===== src/rtl/gmt_pkg.sv =====
package gmt_pkg;
  localparam int BYTE_W = 8;
  localparam int M0_LO_BITS = 5;

  typedef enum logic [1:0] {
    MD_13BIT = 2'd0,
    MD_16BIT = 2'd1,
    MD_RELOAD8 = 2'd2,
    MD_HOLD = 2'd3
  } gmt_mode_e;

  typedef struct packed {
    logic       int_en;
    logic       sys_src;
    logic       ext_src;
    logic       pol;
    logic       gate;
    logic       run;
    gmt_mode_e  mode;
  } gmt_ctl_t;

  typedef struct packed {
    logic              ovf;
    logic [BYTE_W-1:0] hi;
    logic [BYTE_W-1:0] lo;
  } gmt_step_t;

  // one increment of the count bytes for the given mode
  function automatic gmt_step_t gmt_step(gmt_mode_e md, logic [BYTE_W-1:0] lo,
                                         logic [BYTE_W-1:0] hi);
    gmt_step_t r;
    logic [BYTE_W+M0_LO_BITS:0] c13;
    logic [2*BYTE_W:0] c16;
    r = '{ovf: 1'b0, hi: hi, lo: lo};
    c13 = '0;
    c16 = '0;
    case (md)
      MD_13BIT: begin
        c13 = {1'b0, hi, lo[M0_LO_BITS-1:0]} + 1'b1;
        r.ovf = c13[BYTE_W+M0_LO_BITS];
        r.hi = c13[BYTE_W+M0_LO_BITS-1:M0_LO_BITS];
        r.lo = {lo[BYTE_W-1:M0_LO_BITS], c13[M0_LO_BITS-1:0]};
      end
      MD_16BIT: begin
        c16 = {1'b0, hi, lo} + 1'b1;
        r.ovf = c16[2*BYTE_W];
        r.hi = c16[2*BYTE_W-1:BYTE_W];
        r.lo = c16[BYTE_W-1:0];
      end
      MD_RELOAD8: begin
        r.ovf = &lo;
        r.lo = r.ovf ? hi : lo + 1'b1;
      end
      default: r = '{ovf: 1'b0, hi: hi, lo: lo};
    endcase
    return r;
  endfunction
endpackage


===== src/rtl/gmt_sync.sv =====
module gmt_sync #(
  parameter int STAGES = 2
) (
  input  logic clk,
  input  logic rst_n,
  input  logic pin,
  input  logic rst_val,
  output logic q,
  output logic fall
);
  logic [STAGES:0] sh;

  always_ff @(posedge clk) begin
    if (!rst_n) sh <= {(STAGES+1){rst_val}};
    else        sh <= {sh[STAGES-1:0], pin};
  end

  assign q = sh[STAGES-1];
  assign fall = sh[STAGES] & ~sh[STAGES-1];
endmodule


===== src/rtl/gmt_tick_sel.sv =====
module gmt_tick_sel #(
  parameter int PRE_DIV = 12
) (
  input  logic clk,
  input  logic rst_n,
  input  logic ext_src,
  input  logic sys_src,
  input  logic ext_fall,
  output logic tick
);
  logic pre_tick;

  generate
    if (PRE_DIV <= 1) begin : g_nodiv
      assign pre_tick = 1'b1;
    end else begin : g_div
      localparam int PW = $clog2(PRE_DIV);
      localparam logic [PW-1:0] LAST = PW'(PRE_DIV - 1);
      logic [PW-1:0] pre_cnt;
      always_ff @(posedge clk) begin
        if (!rst_n)              pre_cnt <= '0;
        else if (pre_cnt == LAST) pre_cnt <= '0;
        else                     pre_cnt <= pre_cnt + 1'b1;
      end
      assign pre_tick = (pre_cnt == LAST);
    end
  endgenerate

  always_comb begin
    if (ext_src)      tick = ext_fall;
    else if (sys_src) tick = 1'b1;
    else              tick = pre_tick;
  end
endmodule


===== src/rtl/gmt_core.sv =====
module gmt_core
  import gmt_pkg::*;
(
  input  logic              clk,
  input  logic              rst_n,
  input  gmt_mode_e         mode,
  input  logic              inc,
  input  logic              wr_lo,
  input  logic              wr_hi,
  input  logic              clr_flag,
  input  logic [BYTE_W-1:0] wdata,
  output logic [BYTE_W-1:0] lo,
  output logic [BYTE_W-1:0] hi,
  output logic              flag,
  output logic              ovf_evt
);
  gmt_step_t nxt;

  assign nxt = gmt_step(mode, lo, hi);
  assign ovf_evt = inc & nxt.ovf;

  always_ff @(posedge clk) begin
    if (!rst_n) begin
      lo <= '0;
      hi <= '0;
    end else begin
      if (wr_lo)    lo <= wdata;
      else if (inc) lo <= nxt.lo;
      if (wr_hi)    hi <= wdata;
      else if (inc) hi <= nxt.hi;
    end
  end

  always_ff @(posedge clk) begin
    if (!rst_n)        flag <= 1'b0;
    else if (ovf_evt)  flag <= 1'b1;
    else if (clr_flag) flag <= 1'b0;
  end
endmodule


===== src/rtl/gmt_timer.sv =====
module gmt_timer
  import gmt_pkg::*;
#(
  parameter int PRE_DIV = 12,
  parameter int SYNC_STAGES = 2
) (
  input  logic       clk,
  input  logic       rst_n,
  input  logic       wr_en,
  input  logic [1:0] waddr,
  input  logic [7:0] wdata,
  input  logic       gate_pin,
  input  logic       count_pin,
  output logic [7:0] lo_q,
  output logic [7:0] hi_q,
  output logic [7:0] ctl_q,
  output logic       ovf_flag,
  output logic       irq
);
  gmt_ctl_t ctl;
  logic wr_lo, wr_hi, wr_ctl, clr_flag;
  logic gate_s, gate_unused_fall, cnt_s_unused, ext_fall;
  logic gate_act, cnt_en, tick, inc, ovf_evt;

  assign wr_lo    = wr_en & (waddr == 2'd0);
  assign wr_hi    = wr_en & (waddr == 2'd1);
  assign wr_ctl   = wr_en & (waddr == 2'd2);
  assign clr_flag = wr_en & (waddr == 2'd3);

  always_ff @(posedge clk) begin
    if (!rst_n)      ctl <= '0;
    else if (wr_ctl) ctl <= gmt_ctl_t'(wdata);
  end

  gmt_sync #(.STAGES(SYNC_STAGES)) u_gsync (
    .clk(clk), .rst_n(rst_n), .pin(gate_pin), .rst_val(1'b0),
    .q(gate_s), .fall(gate_unused_fall));

  gmt_sync #(.STAGES(SYNC_STAGES)) u_csync (
    .clk(clk), .rst_n(rst_n), .pin(count_pin), .rst_val(1'b1),
    .q(cnt_s_unused), .fall(ext_fall));

  gmt_tick_sel #(.PRE_DIV(PRE_DIV)) u_tick (
    .clk(clk), .rst_n(rst_n), .ext_src(ctl.ext_src), .sys_src(ctl.sys_src),
    .ext_fall(ext_fall), .tick(tick));

  assign gate_act = gate_s ^ ctl.pol;
  assign cnt_en   = ctl.run & (~ctl.gate | gate_act);
  assign inc      = cnt_en & tick & ~(wr_lo | wr_hi);

  gmt_core u_core (
    .clk(clk), .rst_n(rst_n), .mode(ctl.mode), .inc(inc),
    .wr_lo(wr_lo), .wr_hi(wr_hi), .clr_flag(clr_flag), .wdata(wdata),
    .lo(lo_q), .hi(hi_q), .flag(ovf_flag), .ovf_evt(ovf_evt));

  assign ctl_q = ctl;
  assign irq   = ovf_flag & ctl.int_en;
endmodule


===== config.mk =====
export PLATFORM = sky130hd
export DESIGN_NAME = gmt_timer
export DESIGN_NICKNAME = d
export VERILOG_FILES = /design/src/rtl/gmt_pkg.sv /design/src/rtl/gmt_sync.sv /design/src/rtl/gmt_tick_sel.sv /design/src/rtl/gmt_core.sv /design/src/rtl/gmt_timer.sv
export SDC_FILE = /design/constraint.sdc
export NUM_CORES = 1
export LEC_CHECK = 0
export ABC_AREA = 1
export CAP_MARGIN = 10
export CORE_UTILIZATION = 40
export CTS_BUF_LIST = sky130_fd_sc_hd__clkbuf_4 sky130_fd_sc_hd__clkbuf_8 sky130_fd_sc_hd__clkbuf_16
export DETAILED_ROUTE_END_ITERATION = 7
export PLACE_DENSITY_LB_ADDON = 0.05
export SYNTH_ARGS = -nofsm -noshare
export SYNTH_HDL_FRONTEND = slang
export SYNTH_SLANG_ARGS = --single-unit

===== constraint.sdc =====
create_clock -name clk -period 3.05 [get_ports clk]
set_input_delay 0.61 -clock clk [delete_from_list [all_inputs] [get_ports clk]]
set_output_delay 0.61 -clock clk [all_outputs]
set_load 0.03 [all_outputs]

---- Word level (Yosys, flattened, before mapping) ----
Cells that the tools add are included.
cells by class
  $add $sub $neg .......................... 4
  eq/ne operators ......................... 7
  multiplexer cells ....................... 12
  bitwise logic cells ..................... 17
  reduce and logical (&&, ||, !) cells .... 13
operators by type and width
  cell                     number
  $mux W8                  5
  $pmux W8 S3              1
  $add A16 B1 Y17 const B  1
  $pmux W8 S2              1
  $add A13 B1 Y14 const B  1
  $and A1 B1 Y1            10
  $add A8 B1 Y8 const B    1
  $reduce_and A8 Y1        1
  $eq A2 B2 Y1 const B     3
  $reduce_bool A2 Y1       3
  $reduce_bool A3 Y1       2
  $add A4 B1 Y4 const B    1
  $eq A2 B1 Y1 const B     2
  $eq A4 B4 Y1 const B     1
  $logic_not A2 Y1         2
  $mux W1                  4
  $not A1 Y1               4
  $reduce_and A2 Y1        2
  $reduce_bool A4 Y1       1
  $pmux W1 S3              1
  $reduce_and A3 Y1        1
  $ne A2 B2 Y1 const B     1
  $or A1 B1 Y1             2
  $reduce_or A2 Y1         1
  $xor A1 B1 Y1            1
storage, ports and cells
  register bits ........................... 34
  input bits .............................. 15
  output and inout port bits .............. 26
  logic and storage cells ................. 67

---- Depth between registers and ports, before layout ----
Gate-level depths: netlist of the first run.
  word-level depth ........................ 7
  gate-level depth with buffers ........... 13
  mapped depth without buffers ............ 12

---- Hierarchy ----
A second synthesis of the first run with hierarchy kept.
unflattened totals
  cell total of the unflattened synthesis .. 351
  area, all modules ....................... 2247.2 µm²
modules (own cells, without submodules)
  module        times used  cells each  area an instance (µm²)  seq. area each (µm²)
  gmt_core      1           234         1437.6                  340.3
  gmt_timer     1           70          422.9                   160.2
  gmt_sync      2           13          100.1                   60.1
  gmt_tick_sel  1           21          186.4                   80.1

---- Least setup slack after synthesis of the first run ----
No wires, ideal clock.
  path kind ............................... register to register
  start ................................... register u_core.lo[0]
  end ..................................... register u_core.hi[4]
  arrival time ............................ 1.651 ns
  path slack .............................. 1.275 ns
  stages on the path, launching flop included .. 11
  period minus slack after synthesis ...... 1.775 ns
  path through ............................ dfxtp_1 > ha_1 > nand2_2 > nor3_2 > nand2_2 > nand2_2 > nand3_1 > nand2_1 > nor2_1 > nor2_1 > nor2_1
on the way
  longest elaborated chain between the ends .. 4
  elaborated cells between the ends (all ways) .. 5
ends and longest elaborated chain
  item                                                       RTL line                      text
  from (decl)                                                gmt_core.sv:12                output logic [BYTE_W-1:0] lo,
  from (signal assigned)                                     gmt_core.sv:27                if (wr_lo) lo <= wdata;
  from (signal assigned)                                     gmt_core.sv:28                else if (inc) lo <= nxt.lo;
  $add A16 B1 Y17 / $add A13 B1 Y14 (equally long branches)  gmt_pkg.sv:45, gmt_pkg.sv:39
  $pmux W8 S2 (*)                                            gmt_pkg.sv:37                 case (md)
  $mux W8 (*)                                                gmt_core.sv:30                else if (inc) hi <= nxt.hi;
  $mux W8 (*)                                                gmt_core.sv:29                if (wr_hi) hi <= wdata;
  to (signal assigned)                                       gmt_core.sv:29
  to (signal assigned)                                       gmt_core.sv:30
  to (decl)                                                  gmt_core.sv:13                output logic [BYTE_W-1:0] hi,
Every way passes the cells marked *; elsewhere a longest branch is shown, timed or not. The select of a mux whose other input is x is not followed.
A chain may end at the register's enable or synchronous reset.

---- Worst setup path after layout of the first run ----
  start ................................... register u_core.hi[0]
  end ..................................... output hi_q[0]
RTL lines
  item       RTL line         text
  to (decl)  gmt_timer.sv:15  output logic [7:0] hi_q,
No word-level cell between the ends.

==> results.sh, run 1 <==
export IMPL_dp_hpwl_mm=4.747
export IMPL_rsz0062_at_grt="false"
export IMPL_dieHeight_um=75.97
export IMPL_r2r_slack_ns=1.08
export IMPL_area_growth_syn_to_layout_pct=27.27
export IMPL_cts_root_buf="clkbuf_8"
export IMPL_die_w_um=75.97
export IMPL_synthFlopType="dfxtp_1"
export IMPL_syn_area_per_cell_um2=6.306
export IMPL_cts_resized=0
export IMPL_io_buffers=40
export IMPL_crit_chain="clkdlybuf4s50_1"
export IMPL_worstHoldStart="u_csync.sh[1]"
export IMPL_r2r_cells=9
export IMPL_crit_path_end_kind="primary output"
export IMPL_antenna_found_initial=0
export IMPL_synth_top_family_by_area="simple AND/OR/NAND/NOR gates"
export IMPL_status="complete, no violations"
export IMPL_drt_total_wl_mm=6.233
export IMPL_finalClockSkew_ns=0.007247
export IMPL_dieArea_mm2=0.005771
export IMPL_drt_iter0_drc=200
export IMPL_clk_pin_slew_ns=0.07
export IMPL_async_reset_ff_share_pct=0
export IMPL_wl_per_cell_um=13.61
export IMPL_drive_gt1_share_pct=9.021
export IMPL_finalCritPeriodShare_pct=72.71
export IMPL_final_max_slew_viol_count=0
export IMPL_syn_nets=368
export IMPL_core_area_mm2=0.005172
export IMPL_synthAdderAreaFrac_pct=3.431
export IMPL_synthTopCellsByCount="nand2_1, nor2_1, inv_1"
export IMPL_netlist_cell_type_count=32
export IMPL_start_kind="flip-flop"
export IMPL_initial_utilization_pct=42.31
export IMPL_cts_tree="yes"
export IMPL_synth_seq_area_share_pct=31.10
export IMPL_max_freq_mhz=450.9
export IMPL_hold_path_endpoint="u_csync.sh[2]"
export IMPL_drtPass1Iterations=5
export IMPL_relSlewSlack_pct=60.04
export IMPL_synthCells=347
export IMPL_p_per_area_mw_per_mm2=430.1
export IMPL_worstPathRequired_ns=2.44
export IMPL_instances_no_fill=458
export IMPL_grt_max_degree=20
export IMPL_syn_area_mm2=0.002188
export IMPL_synth_top_cell_area_share_pct=31.10
export IMPL_cp_top_family="buffers and inverters"
export IMPL_ys_warn_count=0
export IMPL_path_max_fanout=9
export IMPL_place_inst=450
export IMPL_ios=41
export IMPL_synth_compound_area_share_pct=12.52
export IMPL_remaining_drc_errors=0
export IMPL_setup_tns_final_ns=0
export IMPL_core_rowCount=26
export IMPL_cp_arrival_ns=1.61
export IMPL_num_vias=2308
export IMPL_ctsHoldBuffers=0
export IMPL_synthSimpleGateAreaFrac_pct=40.42
export IMPL_slowest_stage="clkdlybuf4s50_1"
export IMPL_fin_nets=408
export IMPL_synth_xor_area_share_pct=2.401
export IMPL_min_period_ns=2.218
export IMPL_min_path_type="reg -> reg"
export IMPL_diodes=0
export IMPL_regToRegStartpoint="ctl_q[1]"
export IMPL_clk_latency_ns=0.29
export IMPL_worst_slew_pin_slew_ns=0.5978
export IMPL_grt_usage_pct=23.11
export IMPL_post_cts_setup_buffer_count=0
export IMPL_grt_ovfl_total=0
export IMPL_slowest_delay_ns=0.75
export IMPL_cp_num_buf_inv=1
export IMPL_setup_viol=0
export IMPL_synth_most_common_cell="nand2_1"
export IMPL_cts_max_path_buffers=2
export IMPL_synthMuxAreaShare_pct=0
export IMPL_synth_edf_count=0
export IMPL_p_leak_nw=1.176
export IMPL_path_depth=1
export IMPL_gp_congestion=0.9316
export IMPL_ir_drop_uv=254.3
export IMPL_maxCapViolCount=0
export IMPL_drtAntennaViolNets=0
export IMPL_synth_area_leaders="dfxtp_1, nand2_1, nor2_1"
export IMPL_synth_seq_cells=34
export IMPL_timing_rr_end="u_core.hi[2]"
export IMPL_hold_viol=0
export IMPL_grt_pass1_wl_mm=10.58
export IMPL_holdPathStages=2
export IMPL_cts_buffers=5
export IMPL_clock_sinks=34
export IMPL_grt_pass1_vias=2124
export IMPL_yosys_area_top_type="dfxtp_1"
export IMPL_path_class="reg -> out"
export IMPL_cts_max_level=2
export IMPL_routed_via_density=5.039
[worst reg2reg max path, cell delays in order (launching register included)]
cell and delay (ns):
dfxtp_1 0.34, inv_1 0.10, ha_1 0.40, inv_2 0.16, nand2_1 0.13, nand4_2 0.24
nand2_1 0.23, o21ai_0 0.10, nor2_1 0.09, nor2_1 0.04
[worst max-delay path by stage]
stage	slack, ns	end	from
2_1_floorplan	1.27	u_core.hi[4]	u_core.lo[0]
3_3_place_gp	0.73	u_core.lo[0]	waddr[0]
3_5_place_dp	0.70	u_core.lo[0]	waddr[0]
4_1_cts	0.83	hi_q[0]	u_core.hi[0]
5_1_grt	0.78	hi_q[0]	u_core.hi[0]
6_report	0.83	hi_q[0]	u_core.hi[0]
[sequential cells by signal, indices dropped and copies added (netlist names)]
name                  flops
ctl_q                     8
u_core.flag               1
u_core.hi                 8
u_core.lo                 8
u_csync.sh                3
u_gsync.sh                2
u_tick.g_div.pre_cnt      4
[layout by cell type (no fill, tap or decap), drive strengths merged]
cell type       n
a21boi          1
a21o            1
a21oi          20
buf             3
bufinv          2
clkbuf          6
clkdlybuf4s50  40
dfxtp          34
ha              6
inv            44
nand2          82
nand3          39
nand3b          2
nand4           5
nor2           61
nor3            3
o21ai          28
o21bai          1
or2             4
xnor2           1
xor2            5
[layout make-up]
class / count / area [um^2]
fillers: 539 / 2387
clock buffers: 6 / 82.58
clock inverters: 2 / 60.06
flip-flops and latches: 34 / 680.7
well taps: 70 / 87.58
repair buffers: 43 / 422.9
multi-input cells: 259 / 1286
inverters: 44 / 165.2
[kinds of logic (layout without fill, tap and decap cells)]
group,count (synthesis),in the layout
adder cells (fa/ha/maj),6,6
flip-flops,34,34
AO/OA/AOI/OAI,51,51
buffers and inverters,54,95
AND/OR/NAND/NOR,196,196
XOR/XNOR,6,6
[per-stage QoR]
stage,hold WS (ns),cell area [um^2],util [%],worst slack (ns),total power [mW]
after CTS,0.4219,2785,53.85,0.8297,1.202
after floorplan,0.3891,2188,-,1.275,0.6071
after detailed placement,0.4039,2643,51.09,0.7002,0.6839
final,0.4178,2785,53.85,0.8323,1.198
after global placement,0.3974,2643,51.09,0.7336,0.6837
after global routing,0.4358,2785,53.85,0.7832,1.247
[layer usage]
| layer | global-route usage [%] | wire (um) | up-vias | share of wire (%) |
|---|---|---|---|---|
| li1 | - | - | 1183 | - |
| met1 | 31.48 | 3055 | 1038 | 49 |
| met2 | 36.55 | 2699 | 77 | 43 |
| met3 | 4.578 | 375 | 10 | 6.0 |
| met4 | 7.500 | 102 | 0 | 1.6 |
| met5 | 0 | 0 | - | 0 |
[power breakdown]
part           switching, mW  internal, mW
clock                  0.174         0.349
sequential            0.0236         0.464
combinational          0.112        0.0755
Note: power is estimated with default switching activity, not from simulation.
==> run 2, diff against run 1 <==
clock period = 1.9 ns   (was 3.05 ns; I/O delays follow)
==> run 2 against run 1 <==
  * Sequential share of layout area down 0.17 points
  * Worst hold slack better by 0.0038 ns
  * Highest routed layer unchanged
  * Clock skew about the same
  * Non-clock buffer count up 10
  * Core utilization grew 0.48 points
  * Die area unchanged
  * Combinational power grew 70%
  * Register-to-register slack got worse by 0.87 ns
  * Clock-buffer cell count down 1
  * Global-route usage is 0.12 points higher
  * Sequential power up 60%
==> results.sh, run 2 (synthesis results as in run 1) <==
export IMPL_status="complete, no violations"
export IMPL_grt_ovfl_total=0
export IMPL_initial_utilization_pct=42.31
export IMPL_seqPwrFrac_pct=48.0
export IMPL_dieArea_mm2=0.005771
export IMPL_path_max_fanout=6
export IMPL_clk_pin_slew_ns=0.07
export IMPL_slowest_stage="clkdlybuf4s50_1"
export IMPL_drt_total_wl_mm=6.409
export IMPL_worst_slew_pin_slew_ns=0.3656
export IMPL_core_rowCount=26
export IMPL_relSlewSlack_pct=75.49
export IMPL_cts_max_level=2
export IMPL_clkPwrFrac_pct=32.3
export IMPL_fin_area_mm2=0.002810
export IMPL_crit_chain="clkdlybuf4s50_1"
export IMPL_p_leak_nw=1.268
export IMPL_hold_ws_ns=0.4216
export IMPL_total_power_mw=1.620
export IMPL_wl_per_cell_um=13.72
export IMPL_ctsHoldBuffers=0
export IMPL_r2r_slack_ns=0.21
export IMPL_grt_pass1_vias=2202
export IMPL_io_buffers=40
export IMPL_diodes=0
export IMPL_place_inst=460
export IMPL_clk_latency_ns=0.29
export IMPL_drtAntennaViolNets=0
export IMPL_cts_buffers=5
export IMPL_p_switching_mw=0.4973
export IMPL_grt_max_degree=20
export IMPL_r2r_cells=9
export IMPL_grt_pass1_wl_mm=10.64
export IMPL_finalClockSkew_ns=0.006827
export IMPL_worstPathRequired_ns=1.52
export IMPL_layout_commonest_cell="nand2_1"
export IMPL_area_growth_syn_to_layout_pct=28.42
export IMPL_p_sw_share_pct=30.69
export IMPL_routed_via_density=5.030
export IMPL_setup_tns_final_ns=0
export IMPL_layout_common_cells="nand2_1, nor2_1, inv_1"
export IMPL_final_max_slew_viol_count=0
export IMPL_ios=41
export IMPL_cp_top_family="buffers and inverters"
export IMPL_n_fill_cell=511
export IMPL_path_depth=1
export IMPL_p_comb_share_pct=19.6
export IMPL_slowest_delay_ns=0.72
export IMPL_dp_hpwl_mm=4.957
export IMPL_crit_path_end_kind="primary output"
export IMPL_core_area_mm2=0.005172
export IMPL_antenna_found_initial=0
export IMPL_cp_num_buf_inv=1
export IMPL_num_vias=2349
export IMPL_timing_rr_end="u_core.lo[6]"
export IMPL_drt_iter0_drc=185
export IMPL_min_path_type="reg -> reg"
export IMPL_remaining_drc_errors=0
export IMPL_ir_drop_uv=390.6
export IMPL_cts_root_buf="clkbuf_8"
export IMPL_p_int_mw=1.123
export IMPL_p_per_area_mw_per_mm2=576.6
export IMPL_cp_arrival_ns=1.47
export IMPL_postPlaceCellArea_mm2=0.002718
export IMPL_rsz0062_at_grt="false"
export IMPL_grt_usage_pct=23.23
export IMPL_start_kind="flip-flop"
export IMPL_max_freq_mhz=539.8
export IMPL_setup_viol=0
export IMPL_fin_nets=418
export IMPL_path_class="reg -> out"
export IMPL_cts_tree="yes"
export IMPL_maxCapViolCount=0
export IMPL_min_period_ns=1.853
export IMPL_regToRegStartpoint="ctl_q[1]"
export IMPL_instances_no_fill=467
export IMPL_cts_max_path_buffers=2
export IMPL_drive_gt1_share_pct=11.59
export IMPL_hold_viol=0
export IMPL_gp_congestion=0.9309
export IMPL_die_w_um=75.97
export IMPL_dieHeight_um=75.97
export IMPL_drtPass1Iterations=4
export IMPL_cp_endpoint="lo_q[3]"
export IMPL_clock_sinks=34
export IMPL_finalCritPeriodShare_pct=97.51
export IMPL_crit_start="u_core.lo[3]"
-- run 2: area by class of cell --
type / count / area, um^2 / share of cell area (%)
clock buffers: 5 / 68.82 / 2.449
clock inverters: 2 / 10.01 / 0.3562
inverters: 44 / 165.2 / 5.877
multi-input cells: 259 / 1289 / 45.86
flip-flops and latches: 34 / 681.9 / 24.27
well taps: 70 / 87.58 / 3.117
repair buffers: 53 / 508.0 / 18.08
-- run 2: repair_timing --
action / 4_1_cts / 5_1_grt
buffers inserted: 0 / 0
resized for setup: 0 / 6
setup endpoints to repair: 0 / 6
-- run 2: stage by stage --
step	setup WS, ns	utilization, %
2_1_floorplan	0.1247	-
3_3_place_gp	-0.07567	52.54
3_5_place_dp	-0.1301	52.54
4_1_cts	0.01812	54.06
5_1_grt	0.001618	54.33
6_report	0.04731	54.33
-- run 2: per-layer routing --
layer	up-vias	GRT usage, %	part of all wire [%]
met4	0	4.615	1.2
met2	72	37.73	45
met5	-	0	0
met1	1064	31.58	47
met3	9	5.181	6.6
li1	1204	-	-
-- run 2: power by group through the flow --
stage | Clock (mW) | Combinational [mW] | Sequential [mW]
after global placement | 0 | 0.314 | 0.795
after global routing | 0.565 | 0.349 | 0.784
final | 0.524 | 0.318 | 0.779
after floorplan | 0 | 0.146 | 0.829
after detailed placement | 0 | 0.316 | 0.795
after CTS | 0.522 | 0.318 | 0.779
-- run 2: worst min path at each step --
stage | start | endpoint | slack, ns | cells past startpoint
after floorplan | u_csync.sh[1] | u_csync.sh[2] | 0.39 | 2
after global placement | u_csync.sh[0] | u_csync.sh[1] | 0.39 | 1
after detailed placement | u_gsync.sh[0] | u_gsync.sh[1] | 0.41 | 2
after CTS | u_gsync.sh[0] | u_gsync.sh[1] | 0.43 | 2
after global routing | u_csync.sh[0] | u_csync.sh[1] | 0.44 | 1
final | u_gsync.sh[0] | u_gsync.sh[1] | 0.42 | 2
